===== src/rtl/ipps_pkg.sv =====
package ipps_pkg;
   localparam int DATA_W     = 32;
   localparam int WORD_IDX_W = 6;
   localparam int ID_FIELD_W = 11;
   localparam int PRIO_SHIFT = 16;
   localparam int MAX_IDS    = 2048;

   typedef enum logic [2:0] {
      SEL_DELIV = 3'd0,
      SEL_THR   = 3'd1,
      SEL_TOP   = 3'd2,
      SEL_PEND  = 3'd3,
      SEL_ENAB  = 3'd4
   } ipps_sel_e;

   function automatic logic [DATA_W-1:0] pack_top(input logic [ID_FIELD_W-1:0] id);
      return (DATA_W'(id) << PRIO_SHIFT) | DATA_W'(id);
   endfunction
endpackage


===== src/rtl/ipps_page_regs.sv =====
module ipps_page_regs import ipps_pkg::*; #(
   parameter int NUM_IDS = 64
) (
   input  logic                  clk,
   input  logic                  rst_n,
   input  logic                  wr_en,
   input  logic [2:0]            sel,
   input  logic [WORD_IDX_W-1:0] widx,
   input  logic [DATA_W-1:0]     wdata,
   input  logic [DATA_W-1:0]     wmask,
   input  logic [ID_FIELD_W-1:0] win_id,
   output logic [NUM_IDS-1:0]    pend_q,
   output logic [NUM_IDS-1:0]    en_q,
   output logic [DATA_W-1:0]     deliv_q,
   output logic [ID_FIELD_W-1:0] thr_q
);
   localparam int NUM_WORDS = NUM_IDS / DATA_W;

   logic claim_go;
   assign claim_go = (|wmask) && (win_id != '0);

   always_ff @(posedge clk) begin
      if (!rst_n) begin
         pend_q  <= '0;
         en_q    <= '0;
         deliv_q <= '0;
         thr_q   <= '0;
      end else if (wr_en) begin
         case (sel)
            SEL_DELIV: deliv_q <= (deliv_q & ~wmask) | (wdata & wmask);
            SEL_THR:   thr_q   <= (thr_q & ~wmask[ID_FIELD_W-1:0])
                                  | (wdata[ID_FIELD_W-1:0] & wmask[ID_FIELD_W-1:0]);
            SEL_TOP: begin
               if (claim_go) begin
                  for (int i = 1; i < NUM_IDS; i++) begin
                     if (ID_FIELD_W'(i) == win_id) pend_q[i] <= 1'b0;
                  end
               end
            end
            SEL_PEND: begin
               for (int w = 0; w < NUM_WORDS; w++) begin
                  if (widx == WORD_IDX_W'(w)) begin
                     for (int j = 0; j < DATA_W; j++) begin
                        if (wmask[j] && (w * DATA_W + j) != 0)
                           pend_q[w*DATA_W+j] <= wdata[j];
                     end
                  end
               end
            end
            SEL_ENAB: begin
               for (int w = 0; w < NUM_WORDS; w++) begin
                  if (widx == WORD_IDX_W'(w)) begin
                     for (int j = 0; j < DATA_W; j++) begin
                        if (wmask[j] && (w * DATA_W + j) != 0)
                           en_q[w*DATA_W+j] <= wdata[j];
                     end
                  end
               end
            end
            default: ;
         endcase
      end
   end
endmodule


===== src/rtl/ipps_prio_scan.sv =====
module ipps_prio_scan import ipps_pkg::*; #(
   parameter int NUM_IDS = 64
) (
   input  logic [NUM_IDS-1:0]    pend,
   input  logic [NUM_IDS-1:0]    en,
   input  logic [ID_FIELD_W-1:0] thr,
   output logic [ID_FIELD_W-1:0] win_id,
   output logic [DATA_W-1:0]     top_val
);
   localparam int LIM_W = ID_FIELD_W + 1;

   logic [LIM_W-1:0]   limit;
   logic [NUM_IDS-1:0] eligible;

   always_comb begin
      if (thr != '0 && {1'b0, thr} <= LIM_W'(NUM_IDS)) limit = {1'b0, thr};
      else                                              limit = LIM_W'(NUM_IDS);
   end

   for (genvar i = 0; i < NUM_IDS; i++) begin : g_elig
      if (i == 0) begin : g_zero
         assign eligible[i] = 1'b0;
      end else begin : g_id
         assign eligible[i] = pend[i] && en[i] && (LIM_W'(i) < limit);
      end
   end

   always_comb begin
      win_id = '0;
      for (int i = NUM_IDS - 1; i >= 1; i--) begin
         if (eligible[i]) win_id = ID_FIELD_W'(i);
      end
   end

   assign top_val = pack_top(win_id);
endmodule


===== src/rtl/page_irq_selector.sv =====
module page_irq_selector import ipps_pkg::*; #(
   parameter  int NUM_PAGES = 3,
   parameter  int NUM_IDS   = 64,
   localparam int PAGE_W    = (NUM_PAGES > 1) ? $clog2(NUM_PAGES) : 1
) (
   input  logic                  clk,
   input  logic                  rst_n,
   input  logic                  req_valid,
   input  logic                  req_write,
   input  logic [PAGE_W-1:0]     req_page,
   input  logic [2:0]            req_sel,
   input  logic [WORD_IDX_W-1:0] req_index,
   input  logic [DATA_W-1:0]     req_wdata,
   input  logic [DATA_W-1:0]     req_wmask,
   output logic [DATA_W-1:0]     rsp_rdata,
   output logic [NUM_PAGES-1:0]  irq_o
);
   localparam int NUM_WORDS = NUM_IDS / DATA_W;

   if (NUM_PAGES < 1) begin : g_bad_pages
      $error("page_irq_selector: NUM_PAGES must be at least 1");
   end
   if (NUM_IDS < 64 || NUM_IDS > MAX_IDS || (NUM_IDS % 64) != 0) begin : g_bad_ids
      $error("page_irq_selector: NUM_IDS must be a multiple of 64 within 64..2048");
   end

   logic [NUM_PAGES-1:0][NUM_IDS-1:0]    pend_all;
   logic [NUM_PAGES-1:0][NUM_IDS-1:0]    en_all;
   logic [NUM_PAGES-1:0][DATA_W-1:0]     deliv_all;
   logic [NUM_PAGES-1:0][DATA_W-1:0]     top_all;
   logic [NUM_PAGES-1:0][ID_FIELD_W-1:0] thr_all;
   logic [NUM_PAGES-1:0][ID_FIELD_W-1:0] win_all;
   logic [NUM_PAGES-1:0]                 page_wr;

   for (genvar p = 0; p < NUM_PAGES; p++) begin : g_page
      assign page_wr[p] = req_valid && req_write && (req_page == PAGE_W'(p));

      ipps_page_regs #(.NUM_IDS(NUM_IDS)) u_regs (
         .clk     (clk),
         .rst_n   (rst_n),
         .wr_en   (page_wr[p]),
         .sel     (req_sel),
         .widx    (req_index),
         .wdata   (req_wdata),
         .wmask   (req_wmask),
         .win_id  (win_all[p]),
         .pend_q  (pend_all[p]),
         .en_q    (en_all[p]),
         .deliv_q (deliv_all[p]),
         .thr_q   (thr_all[p])
      );

      ipps_prio_scan #(.NUM_IDS(NUM_IDS)) u_scan (
         .pend    (pend_all[p]),
         .en      (en_all[p]),
         .thr     (thr_all[p]),
         .win_id  (win_all[p]),
         .top_val (top_all[p])
      );

      assign irq_o[p] = (|deliv_all[p]) && (|top_all[p]);
   end

   always_comb begin
      rsp_rdata = '0;
      if (req_valid) begin
         for (int p = 0; p < NUM_PAGES; p++) begin
            if (req_page == PAGE_W'(p)) begin
               case (req_sel)
                  SEL_DELIV: rsp_rdata = deliv_all[p];
                  SEL_THR:   rsp_rdata = DATA_W'(thr_all[p]);
                  SEL_TOP:   rsp_rdata = top_all[p];
                  SEL_PEND: begin
                     for (int w = 0; w < NUM_WORDS; w++)
                        if (req_index == WORD_IDX_W'(w))
                           rsp_rdata = pend_all[p][w*DATA_W +: DATA_W];
                  end
                  SEL_ENAB: begin
                     for (int w = 0; w < NUM_WORDS; w++)
                        if (req_index == WORD_IDX_W'(w))
                           rsp_rdata = en_all[p][w*DATA_W +: DATA_W];
                  end
                  default: rsp_rdata = '0;
               endcase
            end
         end
      end
   end
endmodule


===== config.mk =====
export PLATFORM = sky130hd
export DESIGN_NAME = page_irq_selector
export DESIGN_NICKNAME = d
export VERILOG_FILES = /design/src/rtl/ipps_pkg.sv /design/src/rtl/ipps_page_regs.sv /design/src/rtl/ipps_prio_scan.sv /design/src/rtl/page_irq_selector.sv
export SDC_FILE = /design/constraint.sdc
export NUM_CORES = 2
export LEC_CHECK = 0
export ABC_AREA = 1
export BUFFER_PORTS_ARGS = -buffer_cell sky130_fd_sc_hd__buf_2
export CAP_MARGIN = 5
export CELL_PAD_IN_SITES_DETAIL_PLACEMENT = 1
export CELL_PAD_IN_SITES_GLOBAL_PLACEMENT = 2
export CORE_MARGIN = 2
export CORE_UTILIZATION = 31
export CTS_CLUSTER_DIAMETER = 80
export DETAILED_ROUTE_END_ITERATION = 8
export GPL_TIMING_DRIVEN = 1
export PLACE_DENSITY = 0.75
export SKIP_LAST_GASP = 1
export SYNTH_ARGS = -nofsm -noshare
export SYNTH_HDL_FRONTEND = slang
export SYNTH_SLANG_ARGS = --single-unit

===== constraint.sdc =====
create_clock -name clk -period 5.3 [get_ports clk]
set_input_delay 0.53 -clock clk [delete_from_list [all_inputs] [get_ports clk]]
set_output_delay 0.53 -clock clk [all_outputs]
set_load 0.05 [all_outputs]

==> flow_metrics.env <==
export IMPL_clk_insertion_delay_late_ps=680
export IMPL_reg2reg_slack_ps=-1810
export IMPL_hold_violations=0
export IMPL_slew_viol_final=2
export IMPL_status="finished, violations left"
export IMPL_area_growth_pct=44.3
export IMPL_cpPeakStageDelay_ps=330
export IMPL_synth_main_ff_cell="dfxtp_1"
export IMPL_fmax_ghz=0.134
export IMPL_maxSlewHeadroom_pct=-5.75
export IMPL_wirelength_um=295000
export IMPL_critPathMaxFanout=5
export IMPL_worst_pin_slew_ps=1570
export IMPL_path_clk_slew_ps=60
export IMPL_worstPathArrival_ps=6920
export IMPL_worstHoldStart="req_wdata[22]"
export IMPL_hold_class="input port to flop"
export IMPL_netlist_top_cells_area="dfxtp_1 (30%), nand2_1 (12%), nor2_1 (9.2%)"
export IMPL_grt_overflow_total=0
export IMPL_cts_buffer_depth=3
export IMPL_grt_max_degree=108
export IMPL_final_common_cell="nand2_1"
export IMPL_ant_nets=0
export IMPL_htreeDepth=3
export IMPL_avgSynthCellArea_um2=6.12
export IMPL_ys_ff_latch=507
export IMPL_yosys_warnings=0
export IMPL_layout_setup_ws_ps=-2150
export IMPL_dr_total_vias=50500
export IMPL_placed_cells=7678
export IMPL_reg2reg_to="g_page[0].u_regs.pend_q[46]"
export IMPL_numCtsBuffers=70
export IMPL_required_ps=4770
export IMPL_failed_checks="max-capacitance violations, max-slew violations, negative setup slack"
export IMPL_yosysTopAreaCellShare_pct=29.8
export IMPL_holdPathStages=3
export IMPL_finClkSkew_ps=27.4
export IMPL_power_density_nw_per_um2=206
export IMPL_grt_usage_pct=50.6
export IMPL_slowest_stage="dfxtp_2"
export IMPL_cts_root_buffer="clkbuf_16"
export IMPL_start_util_pct=31.3
export IMPL_end_kind="output pin"
export IMPL_hold_ws_ps=191
export IMPL_wl_per_cell_um=37.0
export IMPL_path_class="flop to output pin"
export IMPL_netlist_area_um2=34000
export IMPL_async_flop_share_pct=0
export IMPL_ir_worst_vdd_v=0.000222
export IMPL_crit_top_cell="nand2_1"
export IMPL_rsz0062_at_grt="yes"
export IMPL_maxCapViolations=2
export IMPL_synth_edf_count=0
export IMPL_post_route_period_util_pct=141
export IMPL_clock_sinks=507
export IMPL_grt_pass1_wl_um=395000
export IMPL_stdcell_count=7964
export IMPL_ff2ff_path_depth=87
export IMPL_drt_first_pass_iters=6
export IMPL_fp_dieW_um=335
export IMPL_num_rows=121
export IMPL_finalCriticalPeriod_ps=7450
export IMPL_grt_pass1_vias=48000
export IMPL_drc=0
export IMPL_cts_hold_buf=0
export IMPL_yosys_area_top_type="dfxtp_1"
export IMPL_syn_inst=5557
export IMPL_drt_first_iter_violations=7240
export IMPL_core_um2=109000
export IMPL_synth_net_count=5636
export IMPL_dp_final_hpwl_um=227000
export IMPL_cp_start_kind="flop"
export IMPL_via_per_inst=6.35
export IMPL_ioPinCount=114
export IMPL_fin_tns_setup_ps=-324480
export IMPL_drive_above_1_share_pct=26.1
export IMPL_gp_congestion=1.11
export IMPL_final_nets=6557
export IMPL_p_total_uw=10100
export IMPL_synthDistinctLibCells=59
export IMPL_port_buffers=113
export IMPL_setup_viol_count_final=204
export IMPL_p_leak_uw=0.0206
export IMPL_dieArea_um2=112000
export IMPL_cts_tree="built"
export IMPL_most_common_layout_cells="nand2_1 (956), buf_4 (923), nor2_1 (772)"
export IMPL_seq_area_frac_synth_pct=29.8
export IMPL_die_h_um=335
export IMPL_antenna_found_initial=28
==> cells in the mapped netlist, drive strengths merged (10+ instances only) <==
cell type  count
o22ai         44
o21ai        413
dfxtp        507
a311oi       171
and3          19
o221ai        12
a211oi        17
a21boi        11
a31oi         45
nand2       1071
clkinv        10
a21oi        579
nor4          31
nor2         841
buf           71
o2111ai       79
inv          622
clkbuf       253
a22oi         24
nor3          62
o211ai        56
o31ai         11
a32oi         15
nand3        323
nand4        172
a221oi        21
nor2b         12
==> through the flow <==
| step | utilization [%] | setup WS (ps) | cell area, um^2 |
|---|---|---|---|
| 2_1_floorplan | - | -233 | 34100 |
| 3_3_place_gp | 39.4 | -1850 | 42900 |
| 3_5_place_dp | 39.4 | -1830 | 42900 |
| 4_1_cts | 43.6 | -1990 | 47400 |
| 5_1_grt | 45.1 | -2740 | 49100 |
| 6_report | 45.1 | -2150 | 49100 |
==> routing by layer <==
layer	global-route usage (%)	wire length, um	up-vias
li1	-	-	21100
met1	62.5	111000	24800
met2	71.0	116000	3621
met3	14.6	35100	1016
met4	44.5	32300	24
met5	1.56	297	-
==> worst max-delay path: cells and delay by family, from the launching register on <==
kind                   cells  cell delay, ps
AO/OA/AOI/OAI              1             160
flip-flops                 1             330
AND/OR/NAND/NOR           74            5390
buffers and inverters      3             370
==> worst max-delay path by stage <==
| stage | from | endpoint | cells after the start |
|---|---|---|---|
| after floorplan | flop | rsp_rdata[0] | 69 |
| after global placement | flop | rsp_rdata[16] | 79 |
| after detailed placement | flop | rsp_rdata[16] | 80 |
| after CTS | flop | rsp_rdata[16] | 81 |
| after global routing | flop | rsp_rdata[16] | 78 |
| final | flop | rsp_rdata[16] | 78 |
==> repair_timing <==
item / in CTS / in global routing
endpoints found under the hold margin: 0 / 0
pin swaps: 109 / 176
resized for setup: 331 / 330
setup buffers: 104 / 49
endpoints found under the setup margin: 204 / 204
gates cloned: 14 / 8
==> logic make-up after synthesis <==
kind of cell | after synthesis | share of synthesized area (%)
compound gates | 1550 | 27.9
simple gates | 2544 | 31.6
buf+inv | 956 | 10.7
flops | 507 | 29.8
==> power by group <==
group,total (uW),switching (uW),leakage (uW),internal (uW)
Sequential,3850,18.6,0.00409,3830
Combinational,1250,949,0.0153,298
Clock,5000,2120,0.00115,2880
Total,10100,3080,0.0206,7000
==> area by class of cell <==
cell class              count  area, um^2
fillers                 14000       59800
clock buffers             100        2080
clock inverters            21         260
well taps                1414        1770
diodes                     23        57.6
inverters                 632        2410
multi-input cells        4095       22300
flip-flops and latches    507       10200
repair buffers           1172        9990
(Power assumes the default switching activity.)
